### config.mk
export PLATFORM = sky130hd
export DESIGN_NAME = e1_ts0_framer
export DESIGN_NICKNAME = d
export VERILOG_FILES = /design/src/rtl/e1ts0_pkg.sv /design/src/rtl/ts0_strobe_track.sv /design/src/rtl/ts0_frame_phase.sv /design/src/rtl/ts0_bit_mux.sv /design/src/rtl/e1_ts0_framer.sv
export SDC_FILE = /design/constraint.sdc
export NUM_CORES = 1
export LEC_CHECK = 0
export ABC_AREA = 1
export ABC_CLOCK_PERIOD_IN_PS = 1070
export BUFFER_PORTS_ARGS = -buffer_cell sky130_fd_sc_hd__buf_2
export CAP_MARGIN = 20
export CORE_MARGIN = 2
export CORE_UTILIZATION = 35
export CTS_CLUSTER_DIAMETER = 150
export DETAILED_ROUTE_END_ITERATION = 6
export GPL_TIMING_DRIVEN = 0
export PLACE_DENSITY_LB_ADDON = 0.25
export SYNTH_ARGS = -nofsm -noshare
export SYNTH_HDL_FRONTEND = slang
export SYNTH_SLANG_ARGS = --single-unit
### constraint.sdc
create_clock -name clk -period 1.07 [get_ports clk]
set_input_delay 0.107 -clock clk [delete_from_list [all_inputs] [get_ports clk]]
set_output_delay 0.107 -clock clk [all_outputs]
set_load 0.005 [all_outputs]
### src/rtl/e1ts0_pkg.sv
package e1ts0_pkg;
  // Bits in one timeslot and default alignment pattern (bits 2..8, MSB first)
  localparam int unsigned SLOT_BITS_DEF = 8;
  localparam logic [SLOT_BITS_DEF-2:0] ALIGN_DEF = 7'b0011011;

  function automatic int unsigned idx_width(input int unsigned slot_bits);
    return $clog2(slot_bits + 1);
  endfunction
endpackage

### src/rtl/ts0_strobe_track.sv
module ts0_strobe_track #(
  parameter int unsigned SLOT_BITS = 8,
  localparam int unsigned IDX_W = e1ts0_pkg::idx_width(SLOT_BITS)
) (
  input  logic             clk,
  input  logic             rst,
  input  logic             fsync,
  output logic             strobe_rise,
  output logic             strobe_fall,
  output logic [IDX_W-1:0] bit_idx
);
  logic             fsync_q;
  logic [IDX_W-1:0] cnt_q;

  assign strobe_rise = fsync & ~fsync_q;
  assign strobe_fall = ~fsync & fsync_q;
  assign bit_idx     = strobe_rise ? '0 : cnt_q;

  always_ff @(posedge clk) begin
    if (rst) begin
      fsync_q <= 1'b0;
      cnt_q   <= '0;
    end else begin
      fsync_q <= fsync;
      if (strobe_rise)
        cnt_q <= IDX_W'(1);
      else if (fsync && cnt_q < IDX_W'(SLOT_BITS))
        cnt_q <= cnt_q + IDX_W'(1);
    end
  end
endmodule

### src/rtl/ts0_frame_phase.sv
module ts0_frame_phase (
  input  logic clk,
  input  logic rst,
  input  logic strobe_fall,
  output logic sync_frame
);
  logic flip_pend;

  // Phase flips one clock after the output timeslot has ended
  always_ff @(posedge clk) begin
    if (rst) begin
      flip_pend  <= 1'b0;
      sync_frame <= 1'b1;
    end else begin
      flip_pend <= strobe_fall;
      if (flip_pend)
        sync_frame <= ~sync_frame;
    end
  end
endmodule

### src/rtl/ts0_bit_mux.sv
module ts0_bit_mux #(
  parameter int unsigned SLOT_BITS = 8,
  parameter logic [SLOT_BITS-2:0] ALIGN_WORD = e1ts0_pkg::ALIGN_DEF,
  localparam int unsigned IDX_W  = e1ts0_pkg::idx_width(SLOT_BITS),
  localparam int unsigned USER_W = SLOT_BITS - 2
) (
  input  logic              clk,
  input  logic              rst,
  input  logic              in_slot,
  input  logic              strobe_rise,
  input  logic [IDX_W-1:0]  bit_idx,
  input  logic              sync_frame,
  input  logic              spare_bit,
  input  logic [USER_W-1:0] user_bits,
  input  logic              pass_en,
  input  logic              pass_data,
  output logic              ser_out
);
  logic [USER_W-1:0] user_q;
  logic              slot_bit;
  logic              next_out;
  int                sel;

  always_comb begin
    sel = int'(SLOT_BITS) - 1 - int'(bit_idx);
    if (bit_idx == '0)
      slot_bit = spare_bit;
    else if (int'(bit_idx) >= int'(SLOT_BITS))
      slot_bit = 1'b0;
    else if (sync_frame)
      slot_bit = ALIGN_WORD[sel];
    else if (bit_idx == IDX_W'(1))
      slot_bit = 1'b1;
    else
      slot_bit = user_q[sel];
  end

  assign next_out = in_slot ? slot_bit : (pass_en & pass_data);

  always_ff @(posedge clk) begin
    if (rst) begin
      user_q  <= '0;
      ser_out <= 1'b0;
    end else begin
      if (strobe_rise)
        user_q <= user_bits;
      ser_out <= next_out;
    end
  end
endmodule

### src/rtl/e1_ts0_framer.sv
module e1_ts0_framer #(
  parameter int unsigned SLOT_BITS = e1ts0_pkg::SLOT_BITS_DEF,
  parameter logic [SLOT_BITS-2:0] ALIGN_WORD = e1ts0_pkg::ALIGN_DEF,
  localparam int unsigned IDX_W  = e1ts0_pkg::idx_width(SLOT_BITS),
  localparam int unsigned USER_W = SLOT_BITS - 2
) (
  input  logic              clk,
  input  logic              rst,
  input  logic              fsync,
  input  logic              spare_bit,
  input  logic [USER_W-1:0] user_bits,
  input  logic              pass_en,
  input  logic              pass_data,
  output logic              ser_out,
  output logic              sync_ind
);
  logic             strobe_rise;
  logic             strobe_fall;
  logic [IDX_W-1:0] bit_idx;
  logic             sync_frame;

  ts0_strobe_track #(.SLOT_BITS(SLOT_BITS)) u_track (
    .clk         (clk),
    .rst         (rst),
    .fsync       (fsync),
    .strobe_rise (strobe_rise),
    .strobe_fall (strobe_fall),
    .bit_idx     (bit_idx)
  );

  ts0_frame_phase u_phase (
    .clk         (clk),
    .rst         (rst),
    .strobe_fall (strobe_fall),
    .sync_frame  (sync_frame)
  );

  ts0_bit_mux #(.SLOT_BITS(SLOT_BITS), .ALIGN_WORD(ALIGN_WORD)) u_mux (
    .clk         (clk),
    .rst         (rst),
    .in_slot     (fsync),
    .strobe_rise (strobe_rise),
    .bit_idx     (bit_idx),
    .sync_frame  (sync_frame),
    .spare_bit   (spare_bit),
    .user_bits   (user_bits),
    .pass_en     (pass_en),
    .pass_data   (pass_data),
    .ser_out     (ser_out)
  );

  assign sync_ind = sync_frame;
endmodule

* Word level (Yosys, flattened, before mapping)
Memory sizes are Yosys's and may differ from the RTL's. Cells that the tools add are included.
Word-level totals: logic and storage cells 37, ROM bits 8, input port bits 12, output and inout bits 2, memories 1, flip-flop bits (word level) 14
Operators by class: equality and inequality tests 1, $add $sub $neg 2, multiplexer cells 13, $lt $le $gt $ge 3, reductions and logical operators 4, bitwise logic cells 6
Memories:
- (name not given) | words 8, bits a word 1, read ports 1, clocked after memory_dff 0, wr ports 0, line ts0_bit_mux.sv:31 | slot_bit = ALIGN_WORD[sel];
Operators by type and width (count):
- 32-bit by 5-bit less-than comparator with 1-bit output, second input constant | 1
- 1-bit two-way mux | 11
- 3-bit by 4-bit subtractor with 5-bit output, first input constant | 1
- 4-bit by 1-bit adder with 4-bit output, second input constant | 1
- 4-bit by 1-bit equality test with 1-bit output, second input constant | 1
- 4-bit greater-or-equal comparator, second input constant | 1
- 4-bit logical NOT | 1
- 4-bit less-than comparator, second input constant | 1
- 4-bit two-way mux | 1
- 1-bit bitwise AND | 3
- 1-bit binary-select mux with 3-bit select | 1
- 1-bit inverter | 3
- 2-bit nonzero test | 1
- 2-bit OR reduction | 1
- 1-bit logical AND | 1

* Logic depth before layout (Yosys ltp)
depth in word-level cells 12, mapped depth 12, gate-level depth less buffers 12

* Modules after synthesis
A second synthesis with hierarchy kept.
Second synthesis, totals: cells, all modules 109, area total of the unflattened synthesis 695.7 um^2
Modules (own cells, without submodules):
- ts0_bit_mux | cells each 58, instances 1, area an instance 369.1 um^2, seq. area each 140.1 um^2
- ts0_strobe_track | cells each 41, instances 1, area an instance 255.2 um^2, seq. area each 100.1 um^2
- ts0_frame_phase | cells each 10, instances 1, area an instance 71.3 um^2, seq. area each 40.0 um^2

* Worst setup path before layout
Ideal clock, no wire load.
path type reg2reg, start point register u_track.fsync_q, end point register u_mux.ser_out, clock period less this slack 1.110 ns, arrival 0.996 ns, setup time 0.114 ns, stages on the path, launching flop included 13, data required time 0.956 ns, path buffers 0, path slack -0.040 ns, cells stage by stage dfxtp_1 -> inv_1 -> nand2_4 -> nand2_2 -> nand2_1 -> nand2_1 -> nand3_1 -> nand2_1 -> nand2_1 -> nand2_1 -> nand2_1 -> nand2_1 -> a21oi_2
On the way: word-level cells in the longest chain between the ends 12, elaborated cells between the ends (all ways) 18, those cells by class 1 x add/sub; 1 x order compare; 1 x eq/ne; 11 x mux; 2 x bitwise; 1 x reduce/logical; 1 x memory
Ends and longest elaborated chain:
- start: declaration | line ts0_strobe_track.sv:12 | logic fsync_q;
- start signal: assignment | line ts0_strobe_track.sv:24 | fsync_q <= fsync;
- 1-bit inverter (*) | line ts0_strobe_track.sv:15 | assign strobe_rise = fsync & ~fsync_q;
- 1-bit bitwise AND (*) | line ts0_strobe_track.sv:15
- 4-bit two-way mux (*) | line ts0_strobe_track.sv:17 | assign bit_idx = strobe_rise ? '0 : cnt_q;
- 3-bit by 4-bit subtractor with 5-bit output | line ts0_bit_mux.sv:25 | sel = int'(SLOT_BITS) - 1 - int'(bit_idx);
- 1-bit binary-select mux with 3-bit select | line ts0_bit_mux.sv:35 | slot_bit = user_q[sel];
- 1-bit two-way mux (not written as such) (2 in a row) | line ts0_bit_mux.sv:35
- 1-bit two-way mux | line ts0_bit_mux.sv:32 | else if (bit_idx == IDX_W'(1))
- 1-bit two-way mux | line ts0_bit_mux.sv:30 | else if (sync_frame)
- 1-bit two-way mux | line ts0_bit_mux.sv:28 | else if (int'(bit_idx) >= int'(SLOT_BITS))
- 1-bit two-way mux (*) | line ts0_bit_mux.sv:26 | if (bit_idx == '0)
- 1-bit two-way mux (*) | line ts0_bit_mux.sv:38 | assign next_out = in_slot ? slot_bit : (pass_en & pass_data);
- end signal: assignment | line ts0_bit_mux.sv:47 | ser_out <= next_out;
- end: declaration | line ts0_bit_mux.sv:17 | output logic ser_out
Mark *: on every way between the ends. The rest lies on a longest branch, timed or not. The select of a mux whose other input is x is not followed. A chain may end at the register's enable or synchronous reset.

* Worst setup path in the final report
Ends and elaborated chain as after synthesis.

==> metrics.cfg <==
[logic_synthesis]
synth_flop_cell=dfxtp_1
synth.area.mux_share_pct=0
synth_edf_count=0
synth_xor_xnor_area_share_pct=0
ys_types=20
yosys.area.top_type=dfxtp_1
synth-compound-area-share_pct=14.8
synth-simple-area-share_pct=32.7
synth-adder-area-share_pct=1.86
ys_seq_elements=14
ys_top_cells_by_count=nand2_1 (19), nor2_1 (17), dfxtp_1 (14), inv_1 (14), o21ai_0 (10)
syn_avg_cell_area_um2=6.95
yosys.area.top_type_share_pct=41.6
ys_warn_count=0
netlist_instances=97
synthesis.nets=110
synth.most_common_cell=nand2_1
synth_top_family_by_area=simple AND/OR/NAND/NOR gates
netlist_top_cells_area=dfxtp_1 (42%), nand2_1 (11%), nor2_1 (9.5%)
ys_seq_area_share_pct=41.6
synth_async_sr_flop_share_pct=0
mappedNetlistArea_um2=674

[place]
place_area_um2=777
place_congestion=0.780
dp_hpwl_um=975
io_buffers=13
place_ws_ns=-0.144

[critical_path]
arrival_ns=1.39
startpoint_type=flip-flop
critPathCaptureType=flip-flop
required_ns=1.25
worstPathMaxFanout=8
worstSetupPathType=reg -> reg

[route]
first_iter_violations=10
ant_nets=0
firstDrtPassIters=4
drt_wl_total_um=1370
wl_per_cell_um=9.73
vias=635
drt-vias-per-instance=4.50
drc=0

[sta]
relSlewSlack_pct=81.9
fin_crit_sh_pct=113
postLayoutSetupSlackWorst_ns=-0.138
fin_crit_ns=1.21
rsz0062_at_grt=true
fmax_mhz=828
skew_ns=0.00113
fin_hold_ws_ns=0.0195
hold_viol=0
slew_violations=0
setup_viol=1
worstMarginPinSlew_ns=0.271

[global_route]
antenna_found_initial=0
grt-ovfl-total=0
grt_pass1_vias=494
grt_max_degree=11
grt_pass1_wl_um=2080
grt_use_total_pct=14.1

[cells_and_area]
area_growth_pct=28.6
seq_area_um2=287
antenna_cells=0
postLayoutCellArea_um2=867
drive_gt1_share_pct=29.3
multiInputGateArea_um2=365
fillCellCount=193
final_nets=130
final_util_pct=49.1

[run_status]
violations=negative setup slack
status=complete, but fails checks

[cts]
cts-root-buf=clkbuf_4
clock_latency_ns=0.28
cts_max_level=1
clock_path_buffers=2
clkTransAtPathRegs_ns=0.08
numCtsBuffers=3
cts_tree=built
clock_sinks=14
ctsHoldBuffers=0

[min_path]
hp-class=in -> reg

[power_and_ir_drop]
total_power_mw=1.13
ir_drop_uv=726
power.density_nw_per_um2=1300
power_leakage_nw=0.418

[die]
row_count=15
coreArea_um2=1760
die_area_um2=2290
die_y_um=47.9
fp.dieW_um=47.9
start_util_pct=38.2
ios=14

[flow_run]
max-cap-violations=0

[layout make-up]
cell class / instances / share of cell area (%)
repair buffers: 15 / 9.24
inverters: 15 / 6.49
plain buffers: 1 / 1.30
flip-flops and latches: 14 / 33.0
multi-input cells: 67 / 42.1
clock buffers: 4 / 4.18
well taps: 25 / 3.61
[critical path, cell delays in order (launching register included)]
cell and delay, ns:
dfxtp_2 0.32, inv_2 0.09, nand2_8 0.09, buf_4 0.14, nand4_1 0.07, nand3_1 0.08
nand2_1 0.06, nand2_1 0.05, nand2_1 0.05, nand2_1 0.05, nand2_1 0.06, a21oi_2 0.05
[per-stage QoR]
stage	setup TNS [ns]	cells
final	-0.138	141
after global placement	-0.177	135
after detailed placement	-0.215	135
after global routing	-0.267	141
after CTS	-0.219	139
after floorplan	-0.0244	97
[state kept, by name, indices dropped and copies added (netlist names)]
name                cells
u_track.cnt_q           4
u_mux.ser_out           1
u_track.fsync_q         1
u_mux.user_q            6
u_phase.flip_pend       1
u_phase.sync_frame      1
[kinds of logic (layout without fill, tap and decap cells)]
kind of cell	Yosys count	count (layout)
adders and majority gates	1	1
DFF	14	14
buffers and inverters	16	35
and+or+nand+nor	48	48
AOI/OAI and AO/OA	18	18
[cells in the final DEF, fill, tap and decap left out, drive strengths merged]
| cell | n |
|---|---|
| nand4 | 3 |
| a211oi | 1 |
| a41oi | 1 |
| inv | 15 |
| nand3 | 4 |
| nor2 | 17 |
| clkbuf | 4 |
| dfxtp | 14 |
| nand3b | 1 |
| ha | 1 |
| a21oi | 5 |
| o21ai | 11 |
| nand2 | 22 |
| buf | 16 |
| nor3 | 1 |
[layer usage]
layer / track usage (%) / part of all wire [%] / vias to the layer above
li1: - / - / 349
met1: 17.1 / 47 / 266
met2: 20.3 / 44 / 16
met3: 4.53 / 5.6 / 4
met4: 11.4 / 2.3 / 0
met5: 0 / 0 / -
[repair_timing]
action                                  in CTS  in global routing
endpoints found under the setup margin       2                  7
pin swaps                                    0                  1
resized for setup                            2                 11
hold endpoints to repair                     0                  0
setup buffers                                0                  2
[worst paths after layout]
| kind | to | startpoint | slack, ns | depth (start not counted) |
|---|---|---|---|---|
| worst min-delay path | u_track.fsync_q | rst | 0.02 | 2 |
| worst max register to register | u_mux.ser_out | u_track.fsync_q | -0.14 | 11 |
| worst min register to register | u_phase.sync_frame | u_phase.flip_pend | 0.45 | 1 |
| worst max-delay path | u_mux.ser_out | u_track.fsync_q | -0.14 | 11 |
[report_power, final]
part	switching (mW)	internal (mW)	total, mW
clock	0.168	0.207	0.375
sequential	0.0217	0.552	0.574
combinational	0.101	0.0756	0.177
(Power assumes the default switching activity.)
